**src/rtl/vipt_icinv_pkg.sv**
```systemverilog
package vipt_icinv_pkg;
   typedef enum logic [2:0] {
      ST_IDLE, ST_TAG, ST_INV, ST_ALL, ST_STAT, ST_DONE
   } seq_state_t;

   localparam logic [1:0] CMD_IDX_INV = 2'd0;
   localparam logic [1:0] CMD_TAG     = 2'd1;
   localparam logic [1:0] CMD_ALL_INV = 2'd2;
   localparam logic [1:0] CMD_STATUS  = 2'd3;
endpackage

```
**src/rtl/vipt_icinv_range.sv**
```systemverilog
module vipt_icinv_range #(
   parameter int ADDR_W  = 32,
   parameter int LEN_W   = 16,
   parameter int LINE_SH = 5,
   localparam int CNT_W  = LEN_W + 2 - LINE_SH
) (
   input  logic [ADDR_W-1:0] paddr,
   input  logic [ADDR_W-1:0] vaddr,
   input  logic [LEN_W-1:0]  len,
   output logic [ADDR_W-1:0] p_start,
   output logic [ADDR_W-1:0] v_start,
   output logic [CNT_W-1:0]  n_lines
);
   localparam logic [ADDR_W-1:0] OFS_MASK = ADDR_W'((1 << LINE_SH) - 1);
   localparam logic [LEN_W+1:0]  ROUND    = (LEN_W+2)'((1 << LINE_SH) - 1);

   logic [LEN_W+1:0] span;

   always_comb begin
      p_start = paddr & ~OFS_MASK;
      v_start = vaddr & ~OFS_MASK;
      span    = (LEN_W+2)'(len) + (LEN_W+2)'(paddr & OFS_MASK) + ROUND;
      n_lines = span[LEN_W+1:LINE_SH];
   end
endmodule

```
**src/rtl/vipt_icinv_fmt.sv**
```systemverilog
module vipt_icinv_fmt #(
   parameter int ADDR_W     = 32,
   parameter int PAGE_SHIFT = 13,
   parameter int ALIAS_BITS = 2,
   parameter int LEG_W      = 5,
   localparam int IDX_W     = (ALIAS_BITS > 0) ? ALIAS_BITS : 1
) (
   input  logic              legacy,
   input  logic              use_va,
   input  logic [ADDR_W-1:0] line_addr,
   input  logic [ADDR_W-1:0] vline_addr,
   input  logic [LEG_W-1:0]  leg_bits,
   input  logic [IDX_W-1:0]  alias_idx,
   output logic [ADDR_W-1:0] inv_addr
);
   logic [ADDR_W-1:0] forced_addr;
   logic [ADDR_W-1:0] packed_addr;

   generate
      if (ALIAS_BITS == 0) begin : g_no_alias
         assign forced_addr = line_addr;
         assign packed_addr = line_addr;
      end else begin : g_alias
         localparam logic [ADDR_W-1:0] PG_MASK =
            ADDR_W'(((1 << ALIAS_BITS) - 1)) << PAGE_SHIFT;
         assign forced_addr = (line_addr & ~PG_MASK) |
                              (ADDR_W'(alias_idx) << PAGE_SHIFT);
         assign packed_addr = line_addr | ADDR_W'(alias_idx);
      end
   endgenerate

   always_comb begin
      if (legacy)
         inv_addr = use_va ? (line_addr | ADDR_W'(leg_bits)) : packed_addr;
      else
         inv_addr = use_va ? vline_addr : forced_addr;
   end
endmodule

```
**src/rtl/vipt_icinv_engine.sv**
```systemverilog
module vipt_icinv_engine #(
   parameter int ADDR_W      = 32,
   parameter int LEN_W       = 16,
   parameter int CACHE_BYTES = 65536,
   parameter int WAYS        = 2,
   parameter int LINE_BYTES  = 32,
   parameter int PAGE_SHIFT  = 13,
   parameter int LEG_VA_LO   = 13,
   parameter int LEG_W       = 5
) (
   input  logic              clk,
   input  logic              rst_n,
   input  logic              req_valid,
   output logic              req_ready,
   input  logic [1:0]        req_kind,
   input  logic [ADDR_W-1:0] req_paddr,
   input  logic [ADDR_W-1:0] req_vaddr,
   input  logic [LEN_W-1:0]  req_len,
   input  logic              legacy_mode,
   output logic              cmd_valid,
   input  logic              cmd_ready,
   output logic [1:0]        cmd_kind,
   output logic [ADDR_W-1:0] cmd_addr,
   output logic              done
);
   import vipt_icinv_pkg::*;

   localparam int WAY_BYTES  = CACHE_BYTES / WAYS;
   localparam int RATIO      = WAY_BYTES >> PAGE_SHIFT;
   localparam int N_ALIAS    = (RATIO <= 1) ? 1 : RATIO;
   localparam int ALIAS_BITS = $clog2(N_ALIAS);
   localparam int IDX_W      = (ALIAS_BITS > 0) ? ALIAS_BITS : 1;
   localparam int LINE_SH    = $clog2(LINE_BYTES);
   localparam int CNT_W      = LEN_W + 2 - LINE_SH;
   localparam logic [IDX_W-1:0] LAST_IDX = IDX_W'(N_ALIAS - 1);

   generate
      if (!(RATIO <= 1 || RATIO == 2 || RATIO == 4)) begin : g_bad_ratio
         $error("way-to-page ratio not supported");
      end
      if ((1 << LINE_SH) != LINE_BYTES) begin : g_bad_line
         $error("line length must be a power of two");
      end
      if (LINE_SH < LEG_W) begin : g_bad_leg
         $error("line offset too narrow for packed index bits");
      end
      if (PAGE_SHIFT + ALIAS_BITS > ADDR_W || LEG_VA_LO + LEG_W > ADDR_W) begin : g_bad_aw
         $error("address width too small");
      end
   endgenerate

   seq_state_t        state_q;
   logic [ADDR_W-1:0] line_q, vline_q;
   logic [CNT_W-1:0]  left_q;
   logic [IDX_W-1:0]  aidx_q;
   logic              useva_q, legacy_q;
   logic [LEG_W-1:0]  legbits_q;

   logic [ADDR_W-1:0] rng_pstart, rng_vstart, inv_addr;
   logic [CNT_W-1:0]  rng_cnt;
   logic              fire, last_alias;

   vipt_icinv_range #(.ADDR_W(ADDR_W), .LEN_W(LEN_W), .LINE_SH(LINE_SH)) range_i (
      .paddr   (req_paddr),
      .vaddr   (req_vaddr),
      .len     (req_len),
      .p_start (rng_pstart),
      .v_start (rng_vstart),
      .n_lines (rng_cnt)
   );

   vipt_icinv_fmt #(.ADDR_W(ADDR_W), .PAGE_SHIFT(PAGE_SHIFT),
                    .ALIAS_BITS(ALIAS_BITS), .LEG_W(LEG_W)) fmt_i (
      .legacy     (legacy_q),
      .use_va     (useva_q),
      .line_addr  (line_q),
      .vline_addr (vline_q),
      .leg_bits   (legbits_q),
      .alias_idx  (aidx_q),
      .inv_addr   (inv_addr)
   );

   assign req_ready  = (state_q == ST_IDLE);
   assign done       = (state_q == ST_DONE);
   assign cmd_valid  = (state_q == ST_TAG) || (state_q == ST_INV) ||
                       (state_q == ST_ALL) || (state_q == ST_STAT);
   assign fire       = cmd_valid && cmd_ready;
   assign last_alias = useva_q || (aidx_q == LAST_IDX);

   always_comb begin
      unique case (state_q)
         ST_TAG:  begin cmd_kind = CMD_TAG;     cmd_addr = line_q;   end
         ST_INV:  begin cmd_kind = CMD_IDX_INV; cmd_addr = inv_addr; end
         ST_ALL:  begin cmd_kind = CMD_ALL_INV; cmd_addr = '0;       end
         ST_STAT: begin cmd_kind = CMD_STATUS;  cmd_addr = '0;       end
         default: begin cmd_kind = CMD_IDX_INV; cmd_addr = '0;       end
      endcase
   end

   always_ff @(posedge clk or negedge rst_n) begin
      if (!rst_n) begin
         state_q   <= ST_IDLE;
         line_q    <= '0;
         vline_q   <= '0;
         left_q    <= '0;
         aidx_q    <= '0;
         useva_q   <= 1'b0;
         legacy_q  <= 1'b0;
         legbits_q <= '0;
      end else begin
         unique case (state_q)
            ST_IDLE: if (req_valid) begin
               legacy_q  <= legacy_mode;
               useva_q   <= (req_kind == 2'd1);
               line_q    <= rng_pstart;
               vline_q   <= rng_vstart;
               left_q    <= rng_cnt;
               aidx_q    <= '0;
               legbits_q <= req_vaddr[LEG_VA_LO +: LEG_W];
               if (req_kind[1])
                  state_q <= ST_ALL;
               else if (rng_cnt == '0)
                  state_q <= ST_DONE;
               else
                  state_q <= legacy_mode ? ST_INV : ST_TAG;
            end
            ST_TAG: if (fire) state_q <= ST_INV;
            ST_INV: if (fire) begin
               if (!last_alias) begin
                  aidx_q <= aidx_q + 1'b1;
               end else begin
                  aidx_q  <= '0;
                  line_q  <= line_q + ADDR_W'(LINE_BYTES);
                  vline_q <= vline_q + ADDR_W'(LINE_BYTES);
                  left_q  <= left_q - 1'b1;
                  if (left_q == CNT_W'(1))
                     state_q <= ST_DONE;
                  else
                     state_q <= legacy_q ? ST_INV : ST_TAG;
               end
            end
            ST_ALL:  if (fire) state_q <= ST_STAT;
            ST_STAT: if (fire) state_q <= ST_DONE;
            default: state_q <= ST_IDLE;
         endcase
      end
   end
endmodule

```
**config.mk**
```make
export PLATFORM = sky130hd
export DESIGN_NAME = vipt_icinv_engine
export DESIGN_NICKNAME = d
export VERILOG_FILES = /design/src/rtl/vipt_icinv_pkg.sv /design/src/rtl/vipt_icinv_range.sv /design/src/rtl/vipt_icinv_fmt.sv /design/src/rtl/vipt_icinv_engine.sv
export SDC_FILE = /design/constraint.sdc
export NUM_CORES = 1
export LEC_CHECK = 0
export BUFFER_PORTS_ARGS = -buffer_cell sky130_fd_sc_hd__buf_2
export CAP_MARGIN = 20
export CORE_ASPECT_RATIO = 0.75
export CORE_UTILIZATION = 29
export DETAILED_ROUTE_END_ITERATION = 6
export PLACE_DENSITY = 0.52
export SLEW_MARGIN = 20
export SYNTH_ARGS = -nofsm -noshare
export SYNTH_HDL_FRONTEND = slang
export SYNTH_SLANG_ARGS = --single-unit
```
**constraint.sdc**
```tcl
create_clock -name clk -period 3.7 [get_ports clk]
set_clock_uncertainty 0.1 [all_clocks]
set_input_delay 0.74 -clock clk [delete_from_list [all_inputs] [get_ports clk]]
set_output_delay 0.74 -clock clk [all_outputs]
set_load 0.03 [all_outputs]
```
# Yosys cells after proc, flatten, opt, wreduce, memory -nomap -nowiden
# Index checks and enable logic that the tools add are counted.
# classes
n_addsub	6
n_eq_ne	14
n_mux	33
n_bitwise	3
n_reduce_logical	12
# op_table
cell	count
32-bit two-way mux	9
32-bit one-hot mux with 2 select lines	3
32-bit by 6-bit adder with 32-bit output, second input constant	2
13-bit two-way mux	3
32-bit by 15-bit bitwise OR with 32-bit output	1
32-bit by 2-bit bitwise OR with 32-bit output	1
32-bit by 5-bit bitwise OR with 32-bit output	1
3-bit two-way mux	9
13-bit one-hot mux with 2 select lines	1
17-bit by 5-bit adder with 18-bit output, second input constant	1
16-bit by 5-bit adder with 17-bit output	1
3-bit one-hot mux with 5 select lines	1
13-bit by 1-bit == test with 1-bit output, second input constant	1
13-bit zero test	1
13-bit by 1-bit subtractor with 13-bit output, second input constant	1
2-bit inequality test, second input constant	6
2-bit two-way mux	5
3-bit by 2-bit == test with 1-bit output, second input constant	2
3-bit == test, second input constant	2
2-bit one-hot mux with 3 select lines	1
6-bit AND reduction	1
1-bit logical OR	4
2-bit one-hot mux with 2 select lines	1
4-bit AND reduction	1
9 further kinds	9
# word_totals
regBits	89
input_bits	87
word_cells	76

# Longest topological paths before layout
# Gate-level depths: netlist (run 1).
# logic_depth
depth_word	7
depth_mapped	11

# Cells and area by module
# A second synthesis (run 1) with hierarchy kept.
# unflattened
cells_unflattened	874
hier_area_um2	7086.8
# modules_own_cells
mod	instances	cells_per_inst	area_each_um2	seq_area_each_um2
vipt_icinv_engine	1	688	5620.4	2227.1
vipt_icinv_range	1	129	900.9	0.0
vipt_icinv_fmt	1	57	565.5	0.0

# Worst setup path before layout (run 1)
# Ideal clock, no wire load.
# synth_timing
kind	input port to flip-flop
startpoint	in req_paddr[3]
endpoint	reg state_q[1]
setup_ps	141
t_arrival_ps	2808
required_ps	3459
setup_slack_ps	652
cell_stages	10
n_path_buf	0
path_cell_list	inv_1 ha_1 inv_1 ha_1 o21a_1 a31oi_1 nor2_1 or3_1 a2111oi_2 a21oi_1
# synth_between
elab_chain_len	7
# synth_rtl
item	line	text
start, declared	vipt_icinv_engine.sv:16	input logic [ADDR_W-1:0] req_paddr,
16-bit by 5-bit adder with 17-bit output	vipt_icinv_range.sv:22	span = (LEN_W+2)'(len) + (LEN_W+2)'(paddr & OFS_MASK) + ROUND;
17-bit by 5-bit adder with 18-bit output	vipt_icinv_range.sv:22	
13-bit zero test	vipt_icinv_engine.sv:122	else if (rng_cnt == '0)
3-bit two-way mux	vipt_icinv_engine.sv:122	
3-bit two-way mux	vipt_icinv_engine.sv:120	if (req_kind[1])
3-bit two-way mux	vipt_icinv_engine.sv:112	ST_IDLE: if (req_valid) begin
3-bit one-hot mux with 5 select lines	vipt_icinv_engine.sv:111	unique case (state_q)
end signal, assigned	vipt_icinv_engine.sv:125	state_q <= legacy_mode ? ST_INV : ST_TAG;
end signal, assigned	vipt_icinv_engine.sv:139	state_q <= legacy_q ? ST_INV : ST_TAG;
end, declared	vipt_icinv_engine.sv:52	seq_state_t state_q;
# No other way between the ends. The select of a mux whose other input is x is not followed.
# A chain may end at the register's enable or synchronous reset.

# Worst setup path in the final report (run 1)
# layout_timing
startpoint	reg state_q[1]
endpoint	out cmd_addr[9]
# layout_between
elab_chain_len	2
# layout_rtl
item	line	text
3-bit by 2-bit == test with 1-bit output or 3-bit by 1-bit == test with 1-bit output (tied branches)	vipt_icinv_engine.sv:91	unique case (state_q)
32-bit one-hot mux with 2 select lines *	vipt_icinv_engine.sv:91	
end, declared	vipt_icinv_engine.sv:23	output logic [ADDR_W-1:0] cmd_addr,
# Every way passes the cells marked *; elsewhere a longest branch is shown, timed or not.

==> summary.txt, run 1 <==
Run status
  – Outcome: complete, no violations

Clock tree
  – Clk sinks: 79
  – CTS max path bufs: 2
  – Post-CTS Setup Bufs: 0
  – Hold buffer count at cts: 0
  – Htree depth: 3
  – CTS tree: done
  – Resized Gates After CTS: 0
  – Worst-Skew Late Latency: between 0.3 and 0.4 ns
  – Worst-path clk slew: 0.06 ns
  – CTS Buf Count: 9
  – Clk Tree Root Cell: clkbuf_16

STA
  – Tmin final: 3.39 ns
  – Hold slack: between 0.3 and 0.4 ns
  – Worst Tran Pin Value: 0.662 ns
  – Setup_tns: 0 ns
  – Fmax: 295 MHz
  – Slew headroom: 55.5%
  – RSZ-0062 raised after global routing: no
  – Fin. Hold Viols: 0
  – Final setup margin: 0.310 ns
  – Final setup violation count: 0
  – Period utilisation layout: about nine tenths
  – Pins Over Slew Limit: 0

Job
  – Max-Cap Viols: 0

Synth
  – Ys Warns: 0
  – Synth Register Bits: 79
  – Seq/Total Area, Yosys: 35.1%
  – Mean area per synthesized cell: ~7.8 sq um
  – Cell count after synthesis: 722
  – Synthesized net count: ~820
  – Post-synth EDFFs: 0
  – Post-synthesis cell type count: 54
  – Mapped cell area: 5630 sq um
  – FFs w/ async S/R, synth: between 90% and 100%
  – Top_reg_cell synth: dfrtp_1

Die
  – Starting Density: around 30%
  – Die W: around 160 um
  – Die area: 20000 sq um
  – Die Y-Extent: between 100 and 150 um
  – I/O Pins: around 120
  – Core ar.: roughly 19000 sq um
  – Row count: 43

Critical path
  – CP Cell Sequence: or3b_2 -> nor2_2 -> buf_4 -> a22o_1 -> buf_2
  – Crit path capture type: primary output
  – R2R Setup Slk: 0.61 ns
  – CP max-delay cell: or3b_2
  – CP peak stage delay: 0.68 ns
  – CP Class: flop to primary output
  – CP max FO: 25
  – Req. time, crit path: 2.86 ns
  – Critical path startpoint category: flop
  – Worst EP arrival: about 2.6 ns

Drt
  – Vias per inst: approximately 5.4
  – Via count: between 5000 and 6000
  – Final wirelength: about 19000 um
  – Initial DRC count: 600
  – DRT Pass-1 Iters: 4
  – Post-DRT Antenna Nets: 0
  – Residual DRC: 0
  – Wire per inst: 17.8 um

Final layout
  – Area delta synth->final: 21.8%
  – Layout cells sized above 1: 20.2%
  – Fin cells: approximately 1100
  – Antenna cells: 0
  – Layout Nets: ~930

Pwr
  – Leakage power: 0.00310 uW
  – Total power: 6690 uW
  – Peak VDD IR: 0.000493 V
  – Pwr/cell area: ~980 nW/um^2

Place
  – Routability cong.: approximately 0.84
  – Pre-CTS setup slack: between 0.3 and 0.4 ns
  – Placed Cells: 1061
  – Post-DP HPWL: about 14000 um
  – PortBufs: 118

Global route
  – Global-route wire length before repair: around 30000 um
  – Vias in the first global route: 5291
  – Largest net degree at the start of global routing: 50
  – GRT overflow: 0
  – Number of antenna violations at the first check in global routing: 0
  – Combined global-route utilization of all metal layers: 19.6%

Worst hold path
  – HP Class: input port to asynchronous set/reset pin
## registers in the layout, summed over array words and instances, names as in the netlist
register,flops
state_q,3
legacy_q,1
line_q,27
legbits_q,5
aidx_q,2
left_q,13
useva_q,1
vline_q,27
## layout make-up
| type | instances | area, sq um |
|---|---|---|
| inverter | 33 | 124 |
| timing repair buffer | 138 | 768 |
| clock inverter | 5 | 56.3 |
| multi-input combinational | 564 | 3370 |
| tap | 247 | 309 |
| clock buffer | 11 | 253 |
| fill | 2027 | 11900 |
| sequential | 79 | 1980 |
## cells in the mapped netlist (all sizes together), types with 3 or more instances
library cell	count	share of area (%)
a21o	6	0.80
o22a	3	0.47
nand2	81	5.4
o21ai	73	6.5
buf	8	0.67
dfrtp	79	35
and2	6	0.67
or3	5	0.64
nand4	16	1.8
a31oi	9	1.0
ha	14	3.1
or2	3	0.33
nor2	63	4.2
a22oi	19	2.5
a221o	7	1.2
nor4	7	0.78
nand3	29	2.6
clkbuf	38	2.5
and3	17	1.9
xor2	7	1.1
o311ai	3	0.60
nor3	28	2.5
and4	6	0.93
a21oi	60	5.3
o22ai	12	1.3
mux2i	11	2.0
xnor2	10	1.6
a22o	26	4.0
o211a	3	0.53
a2bb2oi	4	0.62
nand2b	7	0.78
nor2b	6	0.67
inv	33	2.2
## power by group
group	leakage (uW)	switching, uW	total (uW)	internal (uW)
clock network	0.000152	388	947	559
logic	0.00201	2490	3880	1380
registers	0.000940	579	1870	1290
## metal layers
metal | share of wire, % | vias to the layer above | track usage [%]
met5 | 0 | - | 0
met4 | 0.62 | 0 | 3.10
met3 | 5.7 | 8 | 3.38
met2 | 40 | 153 | 27.1
met1 | 54 | 2773 | 31.2
li1 | - | 2858 | -
## critical path, delay by kind of cell, from the launching register on
family	cells	cell delay (ns)
compound gates	1	0.25
buf+inv	2	0.57
flops	1	0.55
simple gates	2	0.82
## cells in the final DEF (no fill, tap or decap), drive strengths merged, types with 6 or more instances in the layout
cell type and count:
nand3 29, a21oi 60, a21o 6, mux2i 11, nand2 81, xnor2 10, nor2 63, nor4 7
nand4 16, ha 14, nand2b 7, a31oi 9, dfrtp 79, and2 6, and3 17, a22o 26
nor3 28, o22ai 12, inv 33, buf 138, nor2b 6, clkbuf 11, o21ai 73, xor2 7
a221o 7, and4 6, a22oi 19
## stage by stage
stage / instance area (sq um) / utilization [%]
final: 6850 / 36.6
after global routing: 6850 / 36.6
after CTS: 6850 / 36.6
after detailed placement: 6550 / 35.0
after global placement: 6550 / 35.0
after floorplan: 5630 / -
## worst paths after layout
kind,start,depth (start not counted),to
worst min register to register,legbits_q[2]$_DFFE_PN0P_,2,legbits_q[2]$_DFFE_PN0P_
worst max register to register,state_q[1]$_DFFE_PN0P_,7,vline_q[30]$_DFFE_PN0P_
min in group clk,legbits_q[2]$_DFFE_PN0P_,2,legbits_q[2]$_DFFE_PN0P_
worst max-delay path,state_q[1]$_DFFE_PN0P_,5,cmd_addr[9]
worst min-delay path,rst_n,1,state_q[2]$_DFFE_PN0P_
max in group asynchronous,rst_n,2,vline_q[26]$_DFFE_PN0P_
## kinds of logic (layout without fill, tap and decap cells)
kind of cell,count (synthesis),count (layout),synth area share (%)
fa+ha+maj,14,14,3.11
flops,79,79,35.1
compound gates,239,239,27.3
simple gates,283,283,24.5
xor+xnor,17,17,2.65
buf+inv,79,187,5.40
mux,11,11,1.96
(Power assumes the default switching activity.)
==> run 2: changes to the inputs <==
--- a/config.mk
+++ b/config.mk
@@ -5,12 +5,12 @@
 export SDC_FILE = /design/constraint.sdc
 export NUM_CORES = 1
 export LEC_CHECK = 0
-export BUFFER_PORTS_ARGS = -buffer_cell sky130_fd_sc_hd__buf_2
 export CAP_MARGIN = 20
 export CORE_ASPECT_RATIO = 0.75
 export CORE_UTILIZATION = 29
 export DETAILED_ROUTE_END_ITERATION = 6
-export PLACE_DENSITY = 0.52
+export DONT_BUFFER_PORTS = 1
+export PLACE_DENSITY = 0.49
 export SLEW_MARGIN = 20
 export SYNTH_ARGS = -nofsm -noshare
 export SYNTH_HDL_FRONTEND = slang
==> run 2 against run 1 <==
  * Flip-flop and latch count unchanged
  * First-iteration DRC count fell by 40%
  * Clock power is 16% higher
  * Cell area fell by 7.3%
  * Maximum frequency down 2.5%
  * Critical path type unchanged
==> summary.txt, run 2 (synthesis results as in run 1) <==
Drt
  – Post-DRT Antenna Nets: 0
  – Final wirelength: 19700 um
  – Initial DRC count: 358
  – DRT Pass-1 Iters: 5
  – Via count: roughly 5600
  – Vias per inst: 5.76
  – Residual DRC: 0
  – Wire per inst: 20.4 um

STA
  – Tmin final: between 3 and 4 ns
  – Worst Tran Pin Value: 0.926 ns
  – Fin. Hold Viols: 0
  – RSZ-0062 raised after global routing: no
  – Final setup violation count: 0
  – Slew headroom: between 30% and 40%
  – Fmax: 288 MHz
  – Period utilisation layout: between 90% and 100%
  – Setup_tns: 0 ns
  – Pins Over Slew Limit: 0

Clock tree
  – Clk Tree Root Cell: clkbuf_16
  – Worst-path clk slew: 0.06 ns
  – Worst-Skew Late Latency: between 0.3 and 0.4 ns
  – CTS tree: done
  – CTS Buf Count: 9
  – Htree depth: 3
  – CTS max path bufs: 2
  – Post-CTS Setup Bufs: 0
  – Clk sinks: 79

Place
  – Post-DP HPWL: 13900 um
  – PortBufs: 0
  – Placed Cells: approximately 940
  – Routability cong.: 0.837

Critical path
  – CP max FO: 25
  – Worst flop-to-flop path endpoint: vline_q[30]$_DFFE_PN0P_
  – Req. time, crit path: 2.86 ns
  – Crit path capture type: primary output
  – Reg2Reg Launch Point: state_q[2]$_DFFE_PN0P_
  – CP Class: flop to primary output
  – Reg2reg path depth: 6
  – Critical path startpoint category: flop
  – R2R Setup Slk: 0.50 ns
  – Worst EP arrival: 2.64 ns

Pwr
  – Peak VDD IR: between 0.0005 and 0.0006 V
  – Pwr/cell area: 1050 nW/um^2
  – Leakage power: 0.00264 uW
  – Total power: 6650 uW

Die
  – I/O Pins: 124
  – Row count: 43
  – Starting Density: 30.0%
  – Die W: around 160 um
  – Die Y-Extent: 123 um
  – Core ar.: 18700 sq um
  – Die area: 20000 sq um

Global route
  – Vias in the first global route: 5152
  – Met1 usage: 28.0%
  – Met3 Resource Use GR: 7.33%
  – Number of antenna violations at the first check in global routing: 2
  – GRT overflow: 0
  – GR Util met2: 28.0%
  – Global-route wire length before repair: 30000 um
  – Largest net degree at the start of global routing: 80
  – Combined global-route utilization of all metal layers: 19.9%
  – GRT Max-Usage Layer: met1

Worst hold path
  – HP Class: input port to asynchronous set/reset pin

Final layout
  – Util after Layout: 33.9%
  – Area delta synth->final: 12.9%
  – Fin cells: 964
  – Regs by FF count: line_q (27), vline_q (27), left_q (13)
  – Fill cells: 2001
  – Commonest non-fill, non-tap cell in the layout: nand2_1
  – Layout Nets: roughly 800
  – Layout cells sized above 1: 7.41%
  – Most frequent cells in the layout: 80 x nand2_1, 79 x dfrtp_1, 72 x o21ai_0

Run status
  – Outcome: complete, no violations

Job
  – Max-Cap Viols: 0
## run 2: cell count changes in the layout (fill, tap and decap cells not counted), sizes merged
cell,previous run,this run
clkinvlp,1,0
buf,138,23
bufinv,1,3
inv,33,34
clkinv,3,0
diode,0,2
clkbuf,11,12
## run 2: final cells by class
type	count	area [sq um]	share of cell area, %
multi-input cells	564	3370	53.0
flip-flops and latches	79	1980	31.1
well taps	247	309	4.87
clock buffers	12	267	4.20
repair buffers	23	205	3.23
inverters	33	124	1.95
clock inverters	4	98.8	1.56
diodes	2	5.00	0.0788
## run 2: metal layers
layer	vias up	wire length (um)
li1	2620	-
met1	2706	9280
met2	204	8200
met3	25	1860
met4	0	320
met5	-	0
## run 2: worst max-delay path: stages (launching register included)
cell	delay (ns)
dfrtp_1	0.58
or3b_2	0.74
nor2_2	0.14
buf_4	0.35
a22o_1	0.46
## run 2: stage by stage
stage	setup slack [ns]	cell area (sq um)	hold slack [ns]
after detailed placement	0.296	5930	0.348
after global placement	0.371	5930	0.348
final	0.223	6350	0.169
after global routing	0.134	6350	0.220
after CTS	0.251	6330	0.212
after floorplan	0.652	5630	0.338
## run 2: timing repair
item                                   4_1_cts  5_1_grt
gates resized for setup                      0        0
endpoints found under the hold margin       79        0
hold buffers                                 1        0
## run 2: worst max path at each step
stage	slack, ns	startpoint	end
2_1_floorplan	0.65	req_paddr[3]	state_q[1]$_DFFE_PN0P_
4_1_cts	0.25	state_q[2]$_DFFE_PN0P_	cmd_addr[31]
5_1_grt	0.13	state_q[2]$_DFFE_PN0P_	cmd_addr[29]
6_report	0.22	state_q[2]$_DFFE_PN0P_	cmd_addr[29]
3_3_place_gp	0.37	req_paddr[2]	state_q[1]$_DFFE_PN0P_
3_5_place_dp	0.30	req_paddr[2]	state_q[1]$_DFFE_PN0P_
## run 2: power by group
part | leakage, uW | switching, uW | internal, uW
Combinational | 0.00152 | 2450 | 1200
Sequential | 0.000940 | 600 | 1290
Clock | 0.000179 | 386 | 718
Total | 0.00264 | 3440 | 3210
==> run 3: changes to the inputs <==
--- a/config.mk
+++ b/config.mk
@@ -5,12 +5,14 @@
 export SDC_FILE = /design/constraint.sdc
 export NUM_CORES = 1
 export LEC_CHECK = 0
+export ABC_AREA = 1
 export CAP_MARGIN = 20
 export CORE_ASPECT_RATIO = 0.75
-export CORE_UTILIZATION = 29
+export CORE_UTILIZATION = 39
 export DETAILED_ROUTE_END_ITERATION = 6
 export DONT_BUFFER_PORTS = 1
-export PLACE_DENSITY = 0.49
+export PLACE_DENSITY = 0.59
+export SKIP_CTS_REPAIR_TIMING = 1
 export SLEW_MARGIN = 20
 export SYNTH_ARGS = -nofsm -noshare
 export SYNTH_HDL_FRONTEND = slang
==> run 3 against run 2 <==
  * Register-to-register slack improved by 0.50 ns
  * Combinational power about the same
  * Setup slack improved by 0.22 ns
  * Worst hold slack improved by 0.013 ns
  * Area after synthesis increased by 6.9%
  * Non-clock buffer count increased by 17
  * Maximum frequency increased by 6.8%
  * Routed wire length decreased by 5.3%
  * Synthesized cell count increased by 20%
  * Clock power decreased by 11%
  * First-iteration DRC count increased by 51%
  * Global-route usage increased by 3.8 points
  * Critical endpoint is now cmd_addr[15]
  * Largest power group unchanged
==> summary.txt, run 3 <==
Final layout
  – Layout cells sized above 1: between 10% and 20%
  – Regs by FF count: line_q (27), vline_q (27), left_q (13)
  – Antenna cells: 0
  – Layout Nets: about 1000
  – Most frequent cells in the layout: 157 x nand2_1, 138 x inv_1, 79 x dfrtp_1
  – Commonest non-fill, non-tap cell in the layout: nand2_1
  – Area delta synth->final: 12.7%
  – Util after Layout: 46.0%
  – Fill cells: 1551
  – Fin cells: ~1100

STA
  – Final setup violation count: 0
  – Period utilisation layout: 88.0%
  – Fin. Hold Viols: 0
  – RSZ-0062 raised after global routing: no
  – Fmax: between 300 and 400 MHz
  – Worst Tran Pin Value: 0.980 ns
  – Slew headroom: 34.5%
  – Pins Over Slew Limit: 0
  – Setup_tns: 0 ns
  – Tmin final: roughly 3.3 ns

Pwr
  – Peak VDD IR: 0.000667 V
  – Total power: about 6400 uW
  – Pwr/cell area: roughly 940 nW/um^2
  – Leakage power: 0.00319 uW

Synth
  – Top_reg_cell synth: dfrtp_1
  – Mean area per synthesized cell: 6.97 sq um
  – Ys Warns: 0
  – Cell count after synthesis: 863
  – FFs w/ async S/R, synth: 100%
  – Cell taking the most area after synthesis: dfrtp_1
  – Synthesized net count: 964
  – Mapped cell area: 6010 sq um
  – Top cells by area, synth: dfrtp_1 33%, nand2_1 9.8%, inv_1 8.6%
  – Synth cell count leaders: 157 x nand2_1, 138 x inv_1, 79 x dfrtp_1
  – Post-synth EDFFs: 0
  – Synth Register Bits: 79
  – Post-synthesis cell type count: 44
  – Top-area cell type share of the netlist area: 32.9%
  – Seq/Total Area, Yosys: 32.9%
  – Most frequent cell after synthesis: nand2_1

Drt
  – Initial DRC count: 540
  – Final wirelength: roughly 19000 um
  – Post-DRT Antenna Nets: 0
  – Vias per inst: 5.47
  – Wire per inst: ~17 um
  – Residual DRC: 0
  – Via count: 5953
  – DRT Pass-1 Iters: 5

Die
  – Die W: around 150 um
  – I/O Pins: 124
  – Core ar.: between 10000 and 15000 sq um
  – Die area: 15900 sq um
  – Row count: 38
  – Starting Density: 40.8%
  – Die Y-Extent: 110 um

Clock tree
  – CTS Buf Count: 9
  – Worst-path clk slew: 0.06 ns
  – Clk sinks: 79
  – Clk Tree Root Cell: clkbuf_16
  – Worst-Skew Late Latency: 0.34 ns
  – CTS tree: done
  – Htree depth: 3
  – CTS max path bufs: 2

Job
  – Max-Cap Viols: 0

Critical path
  – CP peak stage delay: 0.61 ns
  – CP Cell Sequence: inv_1 -> nor3_4 -> nand2_1 -> o22ai_1 -> buf_4
  – Worst EP arrival: 2.41 ns
  – Reg2Reg Launch Point: state_q[1]$_DFFE_PN0P_
  – Crit path capture type: primary output
  – Critical path startpoint category: flop
  – CP max-delay cell: nand2_1
  – CP Class: flop to primary output
  – CP max FO: 22
  – Setup crit start: state_q[1]$_DFFE_PN0P_
  – Req. time, crit path: 2.86 ns

Run status
  – Outcome: complete, no violations

Global route
  – Largest net degree at the start of global routing: 80
  – GRT overflow: 0
  – Combined global-route utilization of all metal layers: 23.7%
  – Number of antenna violations at the first check in global routing: 0
  – Global-route wire length before repair: 29100 um
  – Vias in the first global route: about 5400

Worst hold path
  – HP Class: input port to asynchronous set/reset pin

Place
  – Routability cong.: just over 0.9
  – Placed Cells: 1070
  – Post-DP HPWL: 13600 um
  – PortBufs: 0
-- run 3: cell type report --
| class | instances | area [sq um] | share of cell area (%) |
|---|---|---|---|
| inverter | 144 | 543 | 8.01 |
| sequential | 79 | 1980 | 29.2 |
| clock inverter | 5 | 81.3 | 1.20 |
| clock buffer | 11 | 243 | 3.58 |
| multi-input combinational | 609 | 3350 | 49.4 |
| tap | 200 | 250 | 3.69 |
| timing repair buffer | 40 | 335 | 4.95 |
-- run 3: power by group --
part / internal, uW / switching, uW / total (uW)
clock network: 610 / 369 / 979
logic: 1170 / 2480 / 3650
registers: 1300 / 458 / 1760
-- run 3: kinds of logic (layout without fill, tap and decap cells) --
logic type | count (synthesis) | count (layout) | share of synthesized area, %
xor gates and xnor gates | 31 | 31 | 4.52
adders and majority gates | 14 | 14 | 2.91
buffers and inverters | 175 | 200 | 11.5
AOI/OAI and AO/OA | 199 | 199 | 19.5
DFF | 79 | 79 | 32.9
and+or+nand+nor | 365 | 365 | 28.6
-- run 3: metal layers --
| layer | track usage [%] | vias up | wire length (um) |
|---|---|---|---|
| met1 | 38.2 | 2751 | 9910 |
| met5 | 0 | - | 0 |
| met4 | 4.74 | 0 | 160 |
| met2 | 31.5 | 246 | 6990 |
| li1 | - | 2942 | - |
| met3 | 4.65 | 14 | 1560 |
-- run 3: path summary, 6_finish.rpt --
path	endpoint	slack, ns	cells after the start
worst min-delay path	line_q[10]$_DFFE_PN0P_	0.18	1
worst max-delay path	cmd_addr[15]	0.45	5
worst max register to register	line_q[14]$_DFFE_PN0P_	1.00	9
worst min register to register	legbits_q[0]$_DFFE_PN0P_	0.37	2
max in group asynchronous	vline_q[14]$_DFFE_PN0P_	2.50	1
min in group clk	legbits_q[0]$_DFFE_PN0P_	0.37	2
-- run 3: through the flow --
| stage | instance area (sq um) | hold slack, ns | setup WS, ns |
|---|---|---|---|
| after floorplan | 6010 | 0.337 | 1.02 |
| after global placement | 6410 | 0.347 | 0.643 |
| after detailed placement | 6410 | 0.349 | 0.644 |
| after CTS | 6740 | -0.0187 | 0.496 |
| after global routing | 6780 | 0.216 | 0.332 |
| final | 6780 | 0.182 | 0.445 |
-- run 3: worst max-delay path, delay by kind of cell (launching register included) --
kind	cells	cell delay, ns
simple gates	2	0.80
buf+inv	2	0.32
compound gates	1	0.48
flops	1	0.46
